==> src/rtl/hbp_pkg.sv <==
package hbp_pkg;

    localparam int unsigned HBP_DATA_W    = 16;
    localparam int unsigned HBP_NREG      = 8;
    localparam int unsigned HBP_MIN_PULSE = 2;

    typedef enum logic {
        ACC_IDLE = 1'b0,
        ACC_BUSY = 1'b1
    } acc_state_e;

    // control lines from host, in synchronizer bit order
    typedef struct packed {
        logic cs_n;
        logic rd_n;
        logic wr_n;
        logic ds_n;
        logic rw;
        logic ale;
    } host_ctl_t;

    localparam int unsigned HOST_CTL_W = $bits(host_ctl_t);
    localparam logic [HOST_CTL_W-1:0] HOST_CTL_IDLE = 6'b111100;

    function automatic logic strobe_on(input host_ctl_t c, input logic ds_mode);
        if (ds_mode) begin
            return !c.ds_n;
        end
        return !c.rd_n || !c.wr_n;
    endfunction

    function automatic logic dir_is_read(input host_ctl_t c, input logic ds_mode);
        if (ds_mode) begin
            return c.rw;
        end
        return !c.rd_n;
    endfunction

endpackage

==> src/rtl/hbp_sync.sv <==
module hbp_sync #(
    parameter int unsigned          W       = 1,
    parameter logic [W-1:0]         RST_VAL = '0
) (
    input  logic         clk,
    input  logic         rst,
    input  logic [W-1:0] d,
    output logic [W-1:0] q
);
    logic [W-1:0] meta;

    always_ff @(posedge clk) begin
        if (rst) begin
            meta <= RST_VAL;
            q    <= RST_VAL;
        end else begin
            meta <= d;
            q    <= meta;
        end
    end
endmodule

==> src/rtl/hbp_frontend.sv <==
module hbp_frontend
    import hbp_pkg::*;
#(
    parameter int unsigned IDX_W = 3
) (
    input  logic             clk,
    input  logic             rst,
    input  logic             mode_mux,
    input  logic             mode_ds,
    input  host_ctl_t        ctl_s,
    input  logic [IDX_W-1:0] addr_s,
    input  logic [IDX_W-1:0] bus_low_s,
    output logic             act,
    output logic             is_read,
    output logic [IDX_W-1:0] idx
);
    logic             ale_q;
    logic [IDX_W-1:0] lat_idx;
    logic             ale_fall;

    assign ale_fall = ale_q && !ctl_s.ale;

    always_ff @(posedge clk) begin
        if (rst) begin
            ale_q   <= 1'b0;
            lat_idx <= '0;
        end else begin
            ale_q <= ctl_s.ale;
            if (ale_fall) begin
                lat_idx <= bus_low_s;
            end
        end
    end

    always_comb begin
        act     = !ctl_s.cs_n && strobe_on(ctl_s, mode_ds);
        is_read = dir_is_read(ctl_s, mode_ds);
        idx     = mode_mux ? lat_idx : addr_s;
    end
endmodule

==> src/rtl/hbp_access.sv <==
module hbp_access
    import hbp_pkg::*;
#(
    parameter int unsigned DATA_W    = 16,
    parameter int unsigned IDX_W     = 3,
    parameter int unsigned MIN_PULSE = 2
) (
    input  logic              clk,
    input  logic              rst,
    input  logic              act,
    input  logic              is_read_in,
    input  logic [IDX_W-1:0]  idx_in,
    input  logic [DATA_W-1:0] data_in,
    output logic              busy,
    output logic              rd_drive,
    output logic [IDX_W-1:0]  cur_idx,
    output logic              wr_evt,
    output logic [IDX_W-1:0]  wr_idx,
    output logic [DATA_W-1:0] wr_data
);
    localparam int unsigned CNT_W   = $clog2(MIN_PULSE + 1) + 1;
    localparam logic [CNT_W-1:0] CNT_MAX = '1;
    localparam logic [CNT_W-1:0] CNT_MIN = CNT_W'(MIN_PULSE);

    acc_state_e        state;
    logic [CNT_W-1:0]  cnt;
    logic              dir_q;
    logic [IDX_W-1:0]  idx_q;
    logic [DATA_W-1:0] dat_q;

    always_ff @(posedge clk) begin
        if (rst) begin
            state   <= ACC_IDLE;
            cnt     <= '0;
            dir_q   <= 1'b0;
            idx_q   <= '0;
            dat_q   <= '0;
            wr_evt  <= 1'b0;
            wr_idx  <= '0;
            wr_data <= '0;
        end else begin
            wr_evt <= 1'b0;
            unique case (state)
                ACC_IDLE: begin
                    if (act) begin
                        state <= ACC_BUSY;
                        cnt   <= CNT_W'(1);
                        dir_q <= is_read_in;
                        idx_q <= idx_in;
                        dat_q <= data_in;
                    end
                end
                ACC_BUSY: begin
                    if (act) begin
                        if (cnt != CNT_MAX) begin
                            cnt <= cnt + CNT_W'(1);
                        end
                        dat_q <= data_in;
                    end else begin
                        state <= ACC_IDLE;
                        if (!dir_q && cnt >= CNT_MIN) begin
                            wr_evt  <= 1'b1;
                            wr_idx  <= idx_q;
                            wr_data <= dat_q;
                        end
                    end
                end
                default: state <= ACC_IDLE;
            endcase
        end
    end

    assign busy     = (state == ACC_BUSY);
    assign rd_drive = busy && dir_q;
    assign cur_idx  = idx_q;
endmodule

==> src/rtl/hbp_regbank.sv <==
module hbp_regbank #(
    parameter int unsigned DATA_W = 16,
    parameter int unsigned NREG   = 8,
    parameter int unsigned IDX_W  = 3
) (
    input  logic              clk,
    input  logic              rst,
    input  logic              we,
    input  logic [IDX_W-1:0]  widx,
    input  logic [DATA_W-1:0] wdata,
    input  logic [IDX_W-1:0]  ridx,
    output logic [DATA_W-1:0] rdata
);
    logic [DATA_W-1:0] regs [NREG];

    for (genvar g = 0; g < NREG; g++) begin : g_reg
        always_ff @(posedge clk) begin
            if (rst) begin
                regs[g] <= '0;
            end else if (we && widx == IDX_W'(g)) begin
                regs[g] <= wdata;
            end
        end
    end

    assign rdata = regs[ridx];
endmodule

==> src/rtl/hbp_slave_port.sv <==
module hbp_slave_port
    import hbp_pkg::*;
#(
    parameter int unsigned DATA_W    = HBP_DATA_W,
    parameter int unsigned NREG      = HBP_NREG,
    parameter int unsigned MIN_PULSE = HBP_MIN_PULSE,
    localparam int unsigned IDX_W    = $clog2(NREG)
) (
    input  logic              clk,
    input  logic              rst,
    input  logic              mode_mux,
    input  logic              mode_ds,
    input  logic              hcs_n,
    input  logic              hrd_n,
    input  logic              hwr_n,
    input  logic              hds_n,
    input  logic              hrw,
    input  logic              hale,
    input  logic [IDX_W-1:0]  haddr,
    input  logic [DATA_W-1:0] hd_i,
    output logic [DATA_W-1:0] hd_o,
    output logic              hd_oe,
    output logic              hack_n,
    output logic              wr_evt,
    output logic [IDX_W-1:0]  wr_idx,
    output logic [DATA_W-1:0] wr_data
);
    host_ctl_t              ctl_raw;
    logic [HOST_CTL_W-1:0]  ctl_sv;
    host_ctl_t              ctl_s;
    logic [IDX_W-1:0]       addr_s;
    logic [DATA_W-1:0]      data_s;

    logic                   acc_act;
    logic                   fe_read;
    logic [IDX_W-1:0]       fe_idx;
    logic                   busy;
    logic                   rd_drive;
    logic [IDX_W-1:0]       cur_idx;
    logic [DATA_W-1:0]      rdata;

    assign ctl_raw = '{cs_n: hcs_n, rd_n: hrd_n, wr_n: hwr_n,
                       ds_n: hds_n, rw: hrw, ale: hale};

    hbp_sync #(.W(HOST_CTL_W), .RST_VAL(HOST_CTL_IDLE)) u_sync_ctl (
        .clk(clk), .rst(rst), .d(ctl_raw), .q(ctl_sv)
    );
    hbp_sync #(.W(IDX_W), .RST_VAL('0)) u_sync_addr (
        .clk(clk), .rst(rst), .d(haddr), .q(addr_s)
    );
    hbp_sync #(.W(DATA_W), .RST_VAL('0)) u_sync_data (
        .clk(clk), .rst(rst), .d(hd_i), .q(data_s)
    );

    assign ctl_s = host_ctl_t'(ctl_sv);

    hbp_frontend #(.IDX_W(IDX_W)) u_fe (
        .clk(clk), .rst(rst),
        .mode_mux(mode_mux), .mode_ds(mode_ds),
        .ctl_s(ctl_s), .addr_s(addr_s), .bus_low_s(data_s[IDX_W-1:0]),
        .act(acc_act), .is_read(fe_read), .idx(fe_idx)
    );

    hbp_access #(.DATA_W(DATA_W), .IDX_W(IDX_W), .MIN_PULSE(MIN_PULSE)) u_acc (
        .clk(clk), .rst(rst),
        .act(acc_act), .is_read_in(fe_read), .idx_in(fe_idx), .data_in(data_s),
        .busy(busy), .rd_drive(rd_drive), .cur_idx(cur_idx),
        .wr_evt(wr_evt), .wr_idx(wr_idx), .wr_data(wr_data)
    );

    hbp_regbank #(.DATA_W(DATA_W), .NREG(NREG), .IDX_W(IDX_W)) u_bank (
        .clk(clk), .rst(rst),
        .we(wr_evt), .widx(wr_idx), .wdata(wr_data),
        .ridx(cur_idx), .rdata(rdata)
    );

    assign hd_oe  = rd_drive;
    assign hd_o   = rd_drive ? rdata : '0;
    assign hack_n = !busy;
endmodule

==> config.mk <==
export PLATFORM = sky130hd
export DESIGN_NAME = hbp_slave_port
export DESIGN_NICKNAME = d
export VERILOG_FILES = /design/src/rtl/hbp_pkg.sv /design/src/rtl/hbp_sync.sv /design/src/rtl/hbp_frontend.sv /design/src/rtl/hbp_access.sv /design/src/rtl/hbp_regbank.sv /design/src/rtl/hbp_slave_port.sv
export SDC_FILE = /design/constraint.sdc
export NUM_CORES = 1
export LEC_CHECK = 0
export ABC_AREA = 1
export BUFFER_PORTS_ARGS = -buffer_cell sky130_fd_sc_hd__buf_4
export CAP_MARGIN = 40
export CORE_ASPECT_RATIO = 1.2
export CORE_MARGIN = 8
export CORE_UTILIZATION = 65
export CTS_CLUSTER_DIAMETER = 60
export DETAILED_ROUTE_END_ITERATION = 12
export PLACE_DENSITY_LB_ADDON = 0.15
export SETUP_SLACK_MARGIN = 0.05
export SKIP_LAST_GASP = 1
export SLEW_MARGIN = 20
export SYNTH_ARGS = -nofsm -noshare
export SYNTH_HDL_FRONTEND = slang
export SYNTH_SLANG_ARGS = --single-unit
==> constraint.sdc <==
create_clock -name clk -period 4.52 [get_ports clk]
set_input_delay 0.226 -clock clk [delete_from_list [all_inputs] [get_ports clk]]
set_output_delay 0.226 -clock clk [all_outputs]
set_load 0.03 [all_outputs]
Yosys cells after proc, flatten, opt, wreduce, memory -nomap -nowiden
Memories as Yosys holds them, arrays and structs flattened. A register that Yosys moved wholly into a read port is not among the register bits.
Cells that the tools add are included.
Widths: inputs -> output; s select.
Storage, ports and cells
  logic and storage cells: 115
  register bits: 98
  bits in writable memories: 128
  memories: 1
  input bits: 29
  output and inout port bits: 38
Cells by class
  reductions and logical operators: 25
  order comparisons: 1
  equality and inequality tests: 11
  bitwise gates (word level): 10
  mux-type cells: 50
  add/sub/neg operators: 1
Memories
  u_bank.regs: words 8, width 16, read ports 1, clocked after memory_dff 1, write ports 8, line hbp_regbank.sv:14  | logic [DATA_W-1:0] regs [NREG];
Operator list (count)
  $mux 16: 10
  $mux 1: 33
  $mux 3: 6
  $eq 3x3->1 const B: 4
  $logic_and 1x1->1: 12
  $or 1x1->1: 8
  $logic_not 1->1: 7
  $eq 3x2->1 const B: 2
  $ne 2x2->1 const B: 3
  $pmux 3 s2: 1
  $reduce_and 3->1: 2
  $add 3x1->3 const B: 1
  $eq 3x1->1 const B: 1
  $ge 3x2->1 const B: 1
  $logic_not 3->1: 1
  $ne 3x3->1 const B: 1
  $reduce_or 3->1: 1
  $not 1->1: 2
  $reduce_and 2->1: 1
  $logic_or 1x1->1: 1

Logic depth before layout (Yosys ltp)
  depth after elaboration: 7
  mapped depth: 9
  mapped depth without buffers: 8

Hierarchy
A second synthesis with hierarchy kept.
Unflattened totals
  cell total of the unflattened synthesis: 1196
  area, all modules: 9965.8 um^2
By module, submodules not included
  hbp_regbank: area an instance 6428.7 um^2, cells each 742, sequential area each 3843.7 um^2, times used 1
  hbp_access: area an instance 1724.2 um^2, cells each 226, sequential area each 880.8 um^2, times used 1
  hbp_sync (u_sync_data): area an instance 914.6 um^2, cells each 99, sequential area each 640.6 um^2, times used 1
  hbp_sync (u_sync_ctl): area an instance 336.6 um^2, cells each 37, sequential area each 240.2 um^2, times used 1
  hbp_frontend: area an instance 229.0 um^2, cells each 39, sequential area each 80.1 um^2, times used 1
  hbp_slave_port: area an instance 167.7 um^2, cells each 35, sequential area each 0.0 um^2, times used 1
  hbp_sync (u_sync_addr): area an instance 165.2 um^2, cells each 18, sequential area each 120.1 um^2, times used 1

Least setup slack after synthesis
No wires, ideal clock.
  path type: reg-to-reg
  start point: register u_acc.wr_idx[1]
  end point: memory u_bank.regs[2][0], enable pin
  period minus slack after synthesis: 2475 ps
  data required time: 4109 ps
  cell stages (with the launch flop): 4
  path buffers: 0
  slack: 2045 ps
  arrival time: 2064 ps
  path through: dfxtp_1 -> inv_2 -> or2_4 -> o21ai_0
RTL lines
  start: declaration: line hbp_access.sv:18  | output logic [IDX_W-1:0] wr_idx,
  start signal: assignment: line hbp_access.sv:63  | wr_idx <= idx_q;
  end: declaration: line hbp_regbank.sv:14

==> out/metrics.yaml <==
sta:
  drv_slew: 0
  rsz0062_at_grt: "no"
  layout_setup_ws_ns: 2.08
  setup_tns_ns: 0
  worst_slew_pin_slew_ns: 0.780
  maxSlewHeadroom_pct: 48.0
  finalSetupViolations: 0
  finClkSkew_ns: 0.0166
  fmax_mhz: 409
  fin_crit_sh_pct: 54.1
  hold_viol: 0
  fin_crit_ns: 2.44
global_route:
  grt_pass1_wl_um: 35800
  grt_max_degree: 69
  antenna_found_initial: 0
  overflow: 0
  first_global_vias: 7079
  grt.total_usage_pct: 23.3
worst_setup_path:
  path_class: "register to output pin"
  slowest_delay_ns: 0.50
  cp_data_required_time_ns: 4.29
  crit_chain: "inv_2, buf_16, nand2_1, nand2_1, nand2_1, nand2_1, nor2_1, nor2_1, buf_4"
  cp_data_arrival_time_ns: 2.22
  crit_top_cell: "nand2_1"
  end_kind: "output pin"
  crit_fanout: 36
  startpoint_type: "register"
  cp_slowest_cell: "inv_2"
finish:
  final.fill_count: 1053
  antenna_cells: 0
  syn_to_final_growth_pct: 14.6
  stdcell_count: 1431
  nets: 1246
  design_area_um2: 11300
  drive_gt1_share_pct: 14.4
  multi_input_area_um2: 3080
  register_area_um2: 5870
yosys:
  synth_cell_types: 30
  yosys_register_bits: 229
  syn-num-nets: 1171
  synth-simple-area-share_pct: 28.4
  syn_area_um2: 9860
  synth_top_area_share_pct: 39.0
  synthMuxAreaShare_pct: 0
  yosys.area_share.adder_pct: 0.381
  syn_area_per_cell_um2: 8.66
  synth_edf_count: 128
  ys_async_sr_fraction_pct: 0
  synth_flop_cell: "edfxtp_1"
  synthCells: 1139
  yosysTopAreaCell: "edfxtp_1"
  ys_warn_count: 0
  synth_top_family_by_area: "simple AND/OR/NAND/NOR gates"
  seq_area_frac_synth_pct: 59.5
  yosys-top-cells-area: "edfxtp_1, dfxtp_1, nand2_1"
  synth_compound_area_share_pct: 2.26
  yosys.area_share.xor_xnor_pct: 0
floorplan:
  io_pins: 67
  die_y_um: 151
  die_w_um: 128
  die-area_um2: 19400
  rows: 49
  start_util_pct: 66.2
  coreArea_um2: 14900
pwr:
  pwr-share-clk_pct: 38.8
  cell_internal_pwr_mw: 3.21
  p_sw_share_pct: 21.6
  power_density_nw_per_um2: 363
  comb_power_share_pct: 5.5
  leakage_nw: 4.85
  ir_drop_mv: 0.335
  seqPwrFrac_pct: 55.7
  power_mw: 4.10
  power_switching_mw: 0.886
drt:
  drt_first_iter_violations: 615
  first_pass_iters: 5
  vias: 7340
  ant_nets: 0
  routed_wl_um: 22000
  via_per_inst: 5.13
  wl_per_cell_um: 15.4
  drcViolationCount: 0
clock_tree:
  cts.htree.levels: 1
  insertion_delay_ns: 0.49
  root_buffer: "clkbuf_16"
  cts_setup_buffers: 0
  cts_tree: "done"
  clkTransAtPathRegs_ns: 0.06
  cts_buffer_depth: 3
  cts_sinks: 229
  numCtsBuffers: 21
job:
  maxCapViolCount: 0
placement:
  placedCellCount: 1370
  io_buffers: 66
  place_ws_ns: 2.17
  place_area_um2: 10400
  dp_hpwl_um: 13500
  gp_congestion: 0.823
worst_hold_path:
  min-delay-path-class: "input pin to register"
outcome:
  status: "completed"
worst max-delay path, delay by kind of cell, from the launching register on:
kind                   cells  cell delay, ns
and+or+nand+nor            6            0.46
buffers and inverters      3            0.92
DFF                        1            0.32
per-stage QoR:
step	hold slack, ns	utilization [%]
final	0.155	75.8
after global routing	0.189	75.8
after CTS	0.147	75.8
after detailed placement	0.393	70.1
after global placement	0.389	69.4
after floorplan	0.330	-
synthesized netlist by cell type (2+ instances only):
cell	count
nand3_1	80
nand2_2	6
o21a_1	3
nand2_4	6
clkinv_1	2
nor2_1	262
buf_1	4
o21ai_0	18
clkbuf_1	10
buf_4	4
nor2_4	5
ha_1	3
buf_2	22
o21ai_2	10
a21oi_2	2
inv_2	3
edfxtp_1	128
nand4_2	2
buf_6	10
inv_1	152
nand2_1	271
nor2_2	21
dfxtp_1	101
or2_2	8
registers in the layout, indices dropped and copies added (netlist names), named ones only:
signal and flops:
u_acc.busy 1, u_sync_addr.q 3, u_acc.cur_idx 3, u_sync_data.meta 16
u_sync_addr.meta 3, u_fe.ale_q 1, u_acc.wr_evt 1, u_acc.cnt 3
u_acc.wr_idx 3, u_fe.lat_idx 3, u_sync_ctl.meta 6, u_sync_data.q 16
u_acc.dat_q 16, u_bank.regs 128, u_acc.wr_data 16, u_acc.dir_q 1
u_sync_ctl.q 6
cells by family after synthesis:
group / count (synthesis)
DFF: 229
AOI/OAI and AO/OA: 34
adders and majority gates: 3
buffers and inverters: 210
and+or+nand+nor: 663
layer usage:
metal	global-route usage, %	vias up	wire [µm]
li1	-	3638	-
met1	28.0	3410	8430
met2	41.8	258	11500
met3	4.40	34	1740
met4	6.43	0	394
met5	0	-	0
placed cells by master (no fill, tap or decap), types with 8 or more instances in the layout:
master and n:
buf_4 74, clkbuf_16 21, dfxtp_1 100, dlygate4sd3_1 25
edfxtp_1 128, inv_1 155, nand2_1 271, nand3_1 80
nor2_1 262, nor2_2 21, o21ai_0 10, o21ai_2 13
or2_2 8
path summary, 6_finish.rpt:
check | slack (ns) | endpoint | from | depth (start not counted)
setup / recovery | 2.08 | hd_o[2] | register | 9
hold / removal | 0.15 | u_acc.dir_q | mode_ds | 5
setup reg to reg | 2.70 | u_bank.regs[1][11] | u_acc.wr_idx[0] | 3
hold reg to reg | 0.40 | u_sync_ctl.q[1] | u_sync_ctl.meta[1] | 2
power groups by stage:
stage	logic, mW	registers, mW	clock network, mW
after floorplan	0.142	2.32	0
after global placement	0.193	2.33	0
after detailed placement	0.206	2.33	0
after CTS	0.224	2.28	1.61
after global routing	0.255	2.29	1.70
final	0.226	2.28	1.59
what timing repair did:
| item | in CTS | in global routing |
|---|---|---|
| endpoints found under the hold margin | 25 | 0 |
| resized for setup | 0 | 0 |
| hold buffers | 25 | 0 |
| endpoints found under the setup margin | 0 | 0 |
area by class of cell:
type / instances / area share [%]
Clock buffer: 26 / 4.91
Clock inverter: 10 / 0.432
Inverter: 158 / 5.27
Multi-Input combinational cell: 700 / 27.3
Sequential cell: 229 / 51.9
Tap cell: 204 / 2.26
Timing Repair Buffer: 104 / 7.92
Power figures use the tool's default switching activity.
